[src/rtl/fdc_pkg.sv]
package fdc_pkg;
  typedef enum logic [2:0] {
    ST_IDLE      = 3'd0,
    ST_RB1       = 3'd1,
    ST_REP_SAME  = 3'd2,
    ST_RB2       = 3'd3,
    ST_REP_OTHER = 3'd4,
    ST_REPORT    = 3'd5
  } fdc_state_e;

  localparam logic [1:0] CLS_NONE      = 2'b00;
  localparam logic [1:0] CLS_TRANSIENT = 2'b01;
  localparam logic [1:0] CLS_PERM_CORE = 2'b10;
  localparam logic [1:0] CLS_DET_SW    = 2'b11;
endpackage

[src/rtl/fdc_next_state.sv]
module fdc_next_state
  import fdc_pkg::*;
(
  input  fdc_state_e state_q,
  input  logic       symptom_i,
  input  logic       recur_i,
  input  logic       window_done_i,
  input  logic       rollback_ack_i,
  output fdc_state_e state_d,
  output logic       cls_load,
  output logic [1:0] cls_d,
  output logic       capture_core
);
  always_comb begin
    state_d      = state_q;
    cls_load     = 1'b0;
    cls_d        = CLS_NONE;
    capture_core = 1'b0;
    unique case (state_q)
      ST_IDLE: begin
        if (symptom_i) begin
          state_d      = ST_RB1;
          capture_core = 1'b1;
        end
      end
      ST_RB1: begin
        if (rollback_ack_i) state_d = ST_REP_SAME;
      end
      ST_REP_SAME: begin
        // a recurrence takes priority over window completion
        if (recur_i) begin
          state_d = ST_RB2;
        end else if (window_done_i) begin
          state_d  = ST_REPORT;
          cls_load = 1'b1;
          cls_d    = CLS_TRANSIENT;
        end
      end
      ST_RB2: begin
        if (rollback_ack_i) state_d = ST_REP_OTHER;
      end
      ST_REP_OTHER: begin
        if (recur_i) begin
          state_d  = ST_REPORT;
          cls_load = 1'b1;
          cls_d    = CLS_DET_SW;
        end else if (window_done_i) begin
          state_d  = ST_REPORT;
          cls_load = 1'b1;
          cls_d    = CLS_PERM_CORE;
        end
      end
      ST_REPORT: state_d = ST_IDLE;
      default:   state_d = ST_IDLE;
    endcase
  end
endmodule

[src/rtl/fdc_core_sel.sv]
module fdc_core_sel #(
  parameter int NUM_CORES = 4,
  localparam int CIDX_W   = (NUM_CORES > 1) ? $clog2(NUM_CORES) : 1
) (
  input  logic              clk,
  input  logic              rst_n,
  input  logic              capture,
  input  logic [CIDX_W-1:0] core_in,
  input  logic              use_other,
  output logic [CIDX_W-1:0] core_out
);
  localparam logic [CIDX_W-1:0] LAST_IDX = CIDX_W'(NUM_CORES - 1);

  logic [CIDX_W-1:0] orig_q;
  logic [CIDX_W-1:0] other_idx;

  always_ff @(posedge clk or negedge rst_n) begin
    if (!rst_n)       orig_q <= '0;
    else if (capture) orig_q <= core_in;
  end

  generate
    if ((1 << CIDX_W) == NUM_CORES) begin : g_pow2
      // natural wrap of the index width gives the modulo
      assign other_idx = orig_q + 1'b1;
    end else begin : g_npow2
      assign other_idx = (orig_q == LAST_IDX) ? '0 : orig_q + 1'b1;
    end
  endgenerate

  assign core_out = use_other ? other_idx : orig_q;
endmodule

[src/rtl/fdc_ovf_cnt.sv]
module fdc_ovf_cnt #(
  parameter int OVF_W = 8
) (
  input  logic             clk,
  input  logic             rst_n,
  input  logic             inc,
  output logic [OVF_W-1:0] count
);
  logic [OVF_W-1:0] cnt_q;
  logic             cnt_en;

  assign cnt_en = inc && (cnt_q != {OVF_W{1'b1}});

  always_ff @(posedge clk or negedge rst_n) begin
    if (!rst_n)      cnt_q <= '0;
    else if (cnt_en) cnt_q <= cnt_q + 1'b1;
  end

  assign count = cnt_q;
endmodule

[src/rtl/fault_diag_ctrl.sv]
module fault_diag_ctrl
  import fdc_pkg::*;
#(
  parameter int NUM_CORES = 4,
  parameter int OVF_W     = 8,
  localparam int CIDX_W   = (NUM_CORES > 1) ? $clog2(NUM_CORES) : 1
) (
  input  logic              clk,
  input  logic              rst_n,
  input  logic              symptom_i,
  input  logic [CIDX_W-1:0] fault_core_i,
  input  logic              recur_i,
  input  logic              window_done_i,
  input  logic              rollback_ack_i,
  output logic              rollback_req_o,
  output logic [CIDX_W-1:0] restart_core_o,
  output logic [1:0]        class_o,
  output logic              class_valid_o,
  output logic [OVF_W-1:0]  ovf_count_o
);
  fdc_state_e state_q, state_d;
  logic       cls_load;
  logic [1:0] cls_d, cls_q;
  logic       capture_core;
  logic       use_other;

  fdc_next_state u_next (
    .state_q        (state_q),
    .symptom_i      (symptom_i),
    .recur_i        (recur_i),
    .window_done_i  (window_done_i),
    .rollback_ack_i (rollback_ack_i),
    .state_d        (state_d),
    .cls_load       (cls_load),
    .cls_d          (cls_d),
    .capture_core   (capture_core)
  );

  always_ff @(posedge clk or negedge rst_n) begin
    if (!rst_n) state_q <= ST_IDLE;
    else        state_q <= state_d;
  end

  always_ff @(posedge clk or negedge rst_n) begin
    if (!rst_n)        cls_q <= CLS_NONE;
    else if (cls_load) cls_q <= cls_d;
  end

  assign use_other = (state_q == ST_RB2) || (state_q == ST_REP_OTHER);

  fdc_core_sel #(.NUM_CORES(NUM_CORES)) u_core (
    .clk       (clk),
    .rst_n     (rst_n),
    .capture   (capture_core),
    .core_in   (fault_core_i),
    .use_other (use_other),
    .core_out  (restart_core_o)
  );

  fdc_ovf_cnt #(.OVF_W(OVF_W)) u_ovf (
    .clk   (clk),
    .rst_n (rst_n),
    .inc   (symptom_i && (state_q != ST_IDLE)),
    .count (ovf_count_o)
  );

  assign rollback_req_o = (state_q == ST_RB1) || (state_q == ST_RB2);
  assign class_valid_o  = (state_q == ST_REPORT);
  assign class_o        = class_valid_o ? cls_q : CLS_NONE;
endmodule

[config.mk]
export PLATFORM = sky130hd
export DESIGN_NAME = fault_diag_ctrl
export DESIGN_NICKNAME = d
export VERILOG_FILES = /design/src/rtl/fdc_pkg.sv /design/src/rtl/fdc_next_state.sv /design/src/rtl/fdc_core_sel.sv /design/src/rtl/fdc_ovf_cnt.sv /design/src/rtl/fault_diag_ctrl.sv
export SDC_FILE = /design/constraint.sdc
export NUM_CORES = 1
export LEC_CHECK = 0
export BUFFER_PORTS_ARGS = -buffer_cell sky130_fd_sc_hd__buf_2
export CAP_MARGIN = 20
export CORE_MARGIN = 8
export CORE_UTILIZATION = 40
export DETAILED_ROUTE_END_ITERATION = 12
export PLACE_DENSITY_LB_ADDON = 0.3
export SYNTH_ARGS = -nofsm -noshare
export SYNTH_HDL_FRONTEND = slang
export SYNTH_SLANG_ARGS = --single-unit
[constraint.sdc]
create_clock -name clk -period 1.6 [get_ports clk]
set_input_delay 0.08 -clock clk [delete_from_list [all_inputs] [get_ports clk]]
set_output_delay 0.08 -clock clk [all_outputs]
set_load 0.03 [all_outputs]
Word level (Yosys, flattened, before mapping)

Cells that the tools add are included.

Flip-flop bits (word level): 15
Output and inout port bits: 14
Logic and storage cells: 42

Add/subtract/negate cells: 2
Eq/ne operators: 9
Muxes and demuxes: 20
Reductions and logical operators: 7

Operators by type and width:

| operator                                                         | number |
|---|---|
| 3-bit two-way mux                                                | 6 |
| 3-bit one-hot mux with 5 select lines                            | 1 |
| 2-bit two-way mux                                                | 5 |
| 8-bit by 1-bit adder with 8-bit output (second input constant)   | 1 |
| 8-bit != test (second input constant)                            | 1 |
| 3-bit by 2-bit == test with 1-bit output (second input constant) | 2 |
| 3-bit == test (second input constant)                            | 2 |
| 1-bit two-way mux                                                | 6 |
| 2-bit != test (second input constant)                            | 3 |
| 2-bit one-hot mux with 2 select lines                            | 1 |
| 3-bit by 1-bit == test with 1-bit output (second input constant) | 1 |
| 3-bit logical NOT                                                | 1 |
| 3-bit AND reduction                                              | 1 |
| 3-bit nonzero test                                               | 1 |
| 2-bit by 1-bit adder with 2-bit output (second input constant)   | 1 |
| 1-bit logical AND                                                | 2 |
| 1-bit logical OR                                                 | 2 |
| 1-bit one-hot mux with 2 select lines                            | 1 |

Logic depth before layout (Yosys ltp)

Gate-level depths: netlist of run 1.

Depth after elaboration: 3
Mapped depth: 4

Hierarchy

From an unflattened synthesis of run 1, not the netlist that was laid out.

Cells, all modules: 80
Area total of the unflattened synthesis: 852.1 um^2

Modules (own cells, without submodules):

| module          | instances | cells each | area an instance (um^2) | seq. area each (um^2) |
|---|---|---|---|---|
| fdc_ovf_cnt     | 1         | 34         | 407.9                   | 200.2 |
| fault_diag_ctrl | 1         | 15         | 206.4                   | 125.1 |
| fdc_next_state  | 1         | 24         | 143.9                   | 0.0 |
| fdc_core_sel    | 1         | 7          | 93.8                    | 50.0 |

Worst setup path before layout of run 1

Ideal clock, no wire load.

Path kind: register -> register
Start point: reg u_ovf.cnt_q[0] (netlist: u_ovf.count[0])
End point: reg u_ovf.cnt_q[1] (netlist: u_ovf.count[1])
Library setup time: 125 ps
Arrival: 1,503 ps
Data required time: 1,475 ps
Path slack: -27 ps
Stages on the path, launching flop included: 5
Buffers on the path: 0
Cell sequence: dfrtp_1 -> ha_1 -> nand4_1 -> o21ai_2 -> mux2_2

Longest elaborated chain between the ends: 2

RTL lines:

| what                                                                           | line              | RTL |
|---|---|---|
| from (decl)                                                                    | fdc_ovf_cnt.sv:9  | `logic [OVF_W-1:0] cnt_q;` |
| from (signal assigned)                                                         | fdc_ovf_cnt.sv:16 | `else if (cnt_en) cnt_q <= cnt_q + 1'b1;` |
| branches (longest 2 deep; another with 8-bit by 1-bit adder with 8-bit output) | -                 |  |

Parallel ways; which one is timed is not known.
A chain may end at the register's enable or synchronous reset.

Worst setup path after layout of run 1

Start point: reg state_q[1]
End point: reg u_ovf.cnt_q[4] (netlist: u_ovf.count[4])

Longest elaborated chain between the ends: 3

RTL lines:

| what                   | line                  | RTL |
|---|---|---|
| from (decl)            | fault_diag_ctrl.sv:21 | `fdc_state_e state_q, state_d;` |
| from (signal assigned) | fault_diag_ctrl.sv:41 | `else state_q <= state_d;` |
| 3-bit nonzero test     | fault_diag_ctrl.sv:63 | `.inc (symptom_i && (state_q != ST_IDLE)),` |
| 1-bit logical AND      | fault_diag_ctrl.sv:63 |  |
| 1-bit logical AND      | fdc_ovf_cnt.sv:12     | `assign cnt_en = inc && (cnt_q != {OVF_W{1'b1}});` |

Every way passes these cells.

==> flow_summary_export.csv, run 1 <==
group,metric,value,unit
synthesis,synthesis.area,855,um^2
floorplan,die_x,62.2,um
worst_setup_path,path_cells,"buf_4 -> o31a_2 -> nand4_1 -> mux2_2",
synthesis,synth_compound_area_share,14.1,%
worst_setup_path,cpMaxStageDelayCell,"dfrtp_2",
drt,vias_per_cell,5.22,
worst_setup_path,worst-path-buf-inv,1,
synthesis,synth_cell_types,36,
clocking,clock-sinks,15,
layout,drive_gt1_share,46.1,%
worst_setup_path,crit_fanout,8,
sta,fin_ws,13.9,ps
power,powerDensity,2030,mW/mm^2
status,outcome,"completed",
worst_setup_path,ff2ff_setup_slack,10,ps
clocking,path_clk_slew,90,ps
layout,final_nets,125,
sta,finalHoldViolations,0,
layout,diodes,0,
run,cap_violations,0,
floorplan,core_area,0.00198,mm^2
drt,initialDrtViolationCount,16,
floorplan,die_area,0.00387,mm^2
sta,timing.fmax,630,MHz
worst_setup_path,path_delay_family,"flip-flops",
clocking,cts_max_level,1,
global_route,grtUsageTotal,9.68,%
worst_setup_path,start_kind,"register",
worst_setup_path,timing.rr.start,"state_q[1]$_DFFE_PN0P_",
worst_setup_path,endpoint_kind,"register",
synthesis,synth_xor_area_share,6.15,%
placement,place_congestion,0.787,
floorplan,io_pins,22,
sta,maxSlewHeadroom,75.6,%
worst_setup_path,path_depth,4,
global_route,antenna_found_initial,0,
clocking,cts_tree,"yes",
sta,setup_tns,0,ps
synthesis,syn_area_per_cell,10.4,um^2
sta,drv_slew,0,
worst_hold_path,hold_class,"input pin to register",
clocking,cts_buffer_depth,2,
synthesis,syn_nets,91,
power,p_leak,0.514,nW
synthesis,synth_simple_gate_area_share,24.5,%
placement,place_ws,106,ps
synthesis,synth_seq_cells,15,
synthesis,synthAdderAreaFrac,1.46,%
clocking,root_buffer,"clkbuf_4",
placement,hpwlAfterDp,1.42,mm
synthesis,synth_warnings,0,
sta,fin_skew,6.16,ps
worst_setup_path,startpoint,"state_q[1]$_DFFE_PN0P_",
sta,rsz0062_at_grt,"true",
global_route,grt_pass1_vias,728,
power,ir_worst_vdd,0.00135,V
layout,fin_util,56.3,%
global_route,grt_overflow,0,
placement,portBuffers,21,
drt,antenna_left,0,
synthesis,synth_cells,82,
clocking,clk_latency,280,ps
floorplan,die_h,62.2,um
drt,num_vias,741,
synthesis,synth_top_family_by_area,"simple AND/OR/NAND/NOR gates",
sta,setup_violations,0,
sta,hold-worst-slack,22.9,ps
worst_setup_path,crit_arrival,1750,ps
sta,tightest_slew,357,ps
drt,wl,1.96,mm
worst_setup_path,rr_endpoint,"u_ovf.count[4]$_DFFE_PN0P_",
worst_setup_path,crit_type,"register to register",
sta,period_needed,1590,ps
layout,most-common-layout-cells,"buf_2 (19), buf_4 (11), dfrtp_1 (10)",
layout,final_common_cell,"buf_2",
floorplan,rows,16,
worst_setup_path,critPathMaxStageDelay,460,ps
worst_setup_path,critPathRequiredTime,1770,ps
drt,drc,0,
drt,wl_per_cell,13.8,um
drt,firstDrtPassIters,4,
global_route,grt_start_max_net_pins,16,
layout,area_delta_synth_final,30.6,%
global_route,grt_pass1_wl,3.17,mm
sta,fin_crit_sh,99.1,%
synthesis,seq_area_frac_synth,43.9,%
floorplan,start_util,43.1,%
clocking,cts_buffers,3,
synthesis,synthMuxAreaShare,6.59,%
worst_setup_path,rr_worst_depth,4,
worst_setup_path,endpoint,"u_ovf.count[4]$_DFFE_PN0P_",
-- state kept, by name (all words and copies together), names as in the netlist --
name and count:
u_ovf.count 8, state_q 3, cls_q 2, u_core.orig_q 2
-- how the worst min path moves through the flow --
stage,startpoint,end,slack (ps),cells after the start
2_1_floorplan,rst_n,cls_q[0]$_DFFE_PN0P_,-220,0
3_3_place_gp,rst_n,cls_q[1]$_DFFE_PN0P_,1,1
3_5_place_dp,rst_n,cls_q[1]$_DFFE_PN0P_,8,1
4_1_cts,fault_core_i[0],u_core.orig_q[0]$_DFFE_PN0P_,20,2
5_1_grt,fault_core_i[1],u_core.orig_q[1]$_DFFE_PN0P_,20,2
6_report,fault_core_i[0],u_core.orig_q[0]$_DFFE_PN0P_,20,2
-- layer usage --
layer	routed length [um]	global-route usage [%]	share of wire (%)	vias up
met2	900	15.0	46	24
met1	900	11.9	46	344
met5	0	0	0	-
met4	23	3.79	1.2	0
li1	-	-	-	368
met3	132	3.41	6.7	5
-- per-stage QoR --
step | cells | area [um^2] | total power [W]
3_3_place_gp | 129 | 993 | 0.00180
5_1_grt | 142 | 1120 | 0.00243
6_report | 142 | 1120 | 0.00227
4_1_cts | 140 | 1090 | 0.00223
2_1_floorplan | 82 | 857 | 0.00154
3_5_place_dp | 129 | 993 | 0.00184
-- cell usage after synthesis --
library cell | instances | area share, %
and3b_1 | 2 | 2.1
o211ai_1 | 2 | 1.8
and3_1 | 1 | 0.73
and4_1 | 1 | 1.0
nand4bb_1 | 1 | 1.3
nor2_1 | 4 | 1.8
nor2b_1 | 2 | 1.5
nand2_1 | 5 | 2.2
nand3b_1 | 1 | 0.88
nand4_1 | 3 | 2.2
a221o_1 | 1 | 1.2
o21ai_0 | 1 | 0.59
nor4b_2 | 1 | 1.8
nand3_1 | 2 | 1.2
o31a_2 | 1 | 1.2
nor3b_2 | 1 | 1.5
a21oi_1 | 5 | 2.9
a31oi_1 | 1 | 0.73
o21ai_2 | 1 | 1.0
or2_2 | 1 | 0.73
or3b_2 | 1 | 1.0
a211o_1 | 1 | 1.0
ha_1 | 1 | 1.5
a2111oi_0 | 1 | 1.0
a41oi_1 | 1 | 1.0
mux2_2 | 5 | 6.6
buf_4 | 1 | 0.88
inv_1 | 3 | 1.3
nand2b_1 | 1 | 0.73
buf_2 | 2 | 1.2
o21ai_1 | 1 | 0.59
o2111ai_1 | 1 | 1.0
and2_1 | 4 | 2.9
nor4b_1 | 1 | 1.0
dfrtp_1 | 15 | 44
xnor2_1 | 6 | 6.1
-- timing repair --
item / 4_1_cts / 5_1_grt
hold endpoints to repair: 15 / 0
pin swaps: 2 / 4
cloned: 0 / 0
hold buffers: 1 / 0
setup endpoints to repair: 2 / 3
setup buffers: 6 / 2
resized for setup: 7 / 4
-- where the power goes --
part           switching (W)  total, W  leakage, nW  internal [W]
clock network       0.000123  0.000219       0.0150     0.0000967
registers           0.000190  0.000733        0.180      0.000543
logic               0.000718   0.00132        0.319      0.000599
total                0.00103   0.00227        0.514       0.00124
-- cell families after synthesis --
group,count (synthesis)
mux,5
compound gates,17
simple gates,32
xor+xnor,6
fa+ha+maj,1
flops,15
buf+inv,6
-- area by class of cell --
type | count | area [um^2]
Clock buffer | 4 | 26.3
Fill cell | 177 | 866
Inverter | 3 | 11.3
Multi-Input combinational cell | 61 | 464
Sequential cell | 15 | 382
Tap cell | 27 | 33.8
Timing Repair Buffer | 32 | 199
Power figures use the tool's default switching activity.
==> run 2: changes to the inputs <==
--- a/config.mk
+++ b/config.mk
@@ -13,4 +13,5 @@
 export PLACE_DENSITY_LB_ADDON = 0.3
 export SYNTH_ARGS = -nofsm -noshare
 export SYNTH_HDL_FRONTEND = slang
+export SYNTH_HIERARCHICAL = 1
 export SYNTH_SLANG_ARGS = --single-unit
==> run 2 against run 1 <==
  * Power shrank 5.6%
  * Clock-buffer cell count did not move
  * Global-route usage down 0.26 points
  * Largest cell class unchanged
==> flow_summary_export.csv, run 2 <==
group,metric,value,unit
status,outcome,"completed",
synthesis,synth-edff-count,0,
synthesis,syn_area_per_cell,10.7,um^2
clocking,cts_max_level,1,
floorplan,die_x,62.2,um
floorplan,io_pins,22,
synthesis,synth_common_cells,"dfrtp_1 (15), a21oi_1 (4), mux2_2 (4), nand2_1 (4), nand2b_1 (4)",
layout,diodes,0,
layout,largest_reg_flops,8,
sta,period_needed,1540,ps
sta,fin_crit_sh,96.4,%
floorplan,start_util,43.0,%
global_route,grt_overflow,0,
placement,hpwlAfterDp,1.39,mm
worst_setup_path,cpMaxStageDelayCell,"dfrtp_1",
floorplan,die_area,0.00386,mm^2
power,p_int,0.00115,W
clocking,clk_latency,280,ps
sta,finalHoldViolations,0,
drt,num_vias,722,
power,seq_power_share,34.0,%
synthesis,synth_seq_cells,15,
power,p_switching,0.000988,W
worst_setup_path,crit_arrival,1710,ps
worst_setup_path,crit_fanout,6,
global_route,grt_start_max_net_pins,16,
clocking,cts_buffer_depth,2,
power,p_sw_share,46.1,%
drt,wl,1.92,mm
synthesis,synth_most_common_cell,"dfrtp_1",
worst_setup_path,crit_type,"register to register",
sta,fin_skew,7.53,ps
worst_hold_path,hold_class,"input pin to register",
layout,final_common_cell,"buf_2",
floorplan,core_area,0.00198,mm^2
global_route,grtUsageTotal,9.42,%
clocking,clock-sinks,15,
power,clkPwrFrac,9.7,%
sta,setup_violations,0,
clocking,root_buffer,"clkbuf_4",
synthesis,yosysTopAreaCell,"dfrtp_1",
sta,drv_slew,0,
worst_setup_path,rr_endpoint,"u_ovf/count[5]$_DFFE_PN0P_",
sta,timing.fmax,649,MHz
power,powerDensity,2010,mW/mm^2
synthesis,synth_cells,80,
worst_setup_path,timing.rr.start,"state_q[2]$_DFF_PN0_",
synthesis,synthFlopType,"dfrtp_1",
drt,vias_per_cell,5.27,
floorplan,die_h,62.2,um
synthesis,yosys-top-cells-area,"dfrtp_1 (44%), mux2_2 (5.3%), nand2b_1 (2.9%)",
drt,firstDrtPassIters,4,
sta,maxSlewHeadroom,77.8,%
synthesis,seq_area_frac_synth,44.1,%
power,ir_worst_vdd,0.00123,V
drt,wl_per_cell,14.0,um
global_route,grt_pass1_wl,3.02,mm
drt,antenna_left,0,
layout,final_nets,120,
worst_hold_path,whs_endpoint,"u_core/orig_q[0]$_DFFE_PN0P_",
drt,drc,0,
layout,final_area,0.00106,mm^2
layout,most-common-layout-cells,"buf_2 (20), dfrtp_1 (13), buf_4 (6)",
worst_setup_path,path_cells,"buf_4 -> o31a_2 -> and4_4 -> nand3_2 -> mux2_4",
worst_hold_path,whs_path_depth,2,
worst_setup_path,endpoint_kind,"register",
synthesis,async_flop_share,100,%
global_route,grt_pass1_vias,708,
synthesis,syn_nets,89,
layout,drive_gt1_share,42.7,%
clocking,cts_tree,"yes",
sta,rsz0062_at_grt,"true",
layout,area_delta_synth_final,25.0,%
worst_setup_path,ff2ff_setup_slack,60,ps
synthesis,yosysTopAreaCellShare,44.1,%
drt,initialDrtViolationCount,31,
placement,place_congestion,0.765,
global_route,antenna_found_initial,0,
placement,portBuffers,21,
synthesis,synth_cell_types,40,
run,cap_violations,0,
worst_setup_path,start_kind,"register",
power,p_leak,0.488,nW
placement,placed_area,0.00100,mm^2
power,combPwrFrac,56.2,%
floorplan,rows,16,
worst_setup_path,critPathRequiredTime,1760,ps
sta,tightest_slew,334,ps
power,power.total,0.00214,W
worst_setup_path,rr_worst_depth,5,
worst_setup_path,critPathMaxStageDelay,390,ps
synthesis,synth_warnings,6,
synthesis,synthesis.area,852,um^2
clocking,path_clk_slew,90,ps
clocking,cts_buffers,3,
worst_hold_path,min_from,"fault_core_i[0]",
## run 2: logic make-up (layout without fill, tap and decap cells)
logic type,count (synthesis),in the layout,share of synthesized area [%]
simple gates,30,30,22.3
compound gates,21,21,17.5
flops,15,15,44.1
mux,6,6,8.37
xor+xnor,4,4,4.11
buf+inv,3,33,2.20
fa+ha+maj,1,1,1.47
## run 2: worst max-delay path, delay by kind of cell (launching register included)
kind                   cells  cell delay (ps)
and+or+nand+nor            2              300
muxes                      1              290
buffers and inverters      1              160
AOI/OAI and AO/OA          1              300
DFF                        1              390
## run 2: worst max path at each step
| stage | cells after the start | slack [ps] | start | endpoint |
|---|---|---|---|---|
| floorplan | 4 | 10 | u_ovf/count[1]$_DFFE_PN0P_ | u_ovf/count[1]$_DFFE_PN0P_ |
| global placement | 4 | 90 | state_q[1]$_DFF_PN0_ | u_ovf/count[5]$_DFFE_PN0P_ |
| detailed placement | 4 | 60 | state_q[1]$_DFF_PN0_ | u_ovf/count[5]$_DFFE_PN0P_ |
| CTS | 6 | 2 | state_q[2]$_DFF_PN0_ | restart_core_o[1] |
| global route | 6 | -30 | state_q[2]$_DFF_PN0_ | restart_core_o[1] |
| finish | 5 | 60 | state_q[2]$_DFF_PN0_ | u_ovf/count[5]$_DFFE_PN0P_ |
## run 2: layout make-up
| cell class | count | area (um^2) |
|---|---|---|
| flip-flops and latches | 15 | 378 |
| multi-input cells | 62 | 464 |
| fillers | 179 | 917 |
| repair buffers | 27 | 155 |
| clock buffers | 4 | 26.3 |
| well taps | 27 | 33.8 |
| inverters | 2 | 7.51 |
## run 2: metal layers
metal / up-vias / track usage [%] / part of all wire, % / wire [um]
met3: 2 / 2.69 / 5.1 / 97
li1: 356 / - / - / -
met4: 0 / 6.12 / 0.57 / 11
met2: 18 / 15.1 / 47 / 908
met1: 346 / 10.6 / 47 / 898
met5: - / 0 / 0 / 0
## run 2: what timing repair did
action / 4_1_cts / 5_1_grt
setup endpoints to repair: 2 / 2
hold buffers: 1 / 0
endpoints found under the hold margin: 15 / 0
resized for setup: 3 / 2
setup buffers: 1 / 1
## run 2: stage by stage
step	hold slack, ps	instances	util (%)	setup slack (ps)	TNS [ps]
after floorplan	-216	80	-	9.60	0
after global placement	-1.58	130	50.6	93.2	0
after detailed placement	4.37	130	50.6	61.6	0
after CTS	24.2	136	53.0	2.14	0
after global routing	21.8	137	53.7	-25.7	-25.7
final	32.5	137	53.7	58.2	0
## run 2: power groups by stage
stage	registers, W	clock network [W]	logic (W)
2_1_floorplan	0.000873	0	0.000680
3_3_place_gp	0.000735	0	0.00110
3_5_place_dp	0.000746	0	0.00112
4_1_cts	0.000732	0.000222	0.00117
5_1_grt	0.000763	0.000241	0.00130
6_report	0.000729	0.000209	0.00120
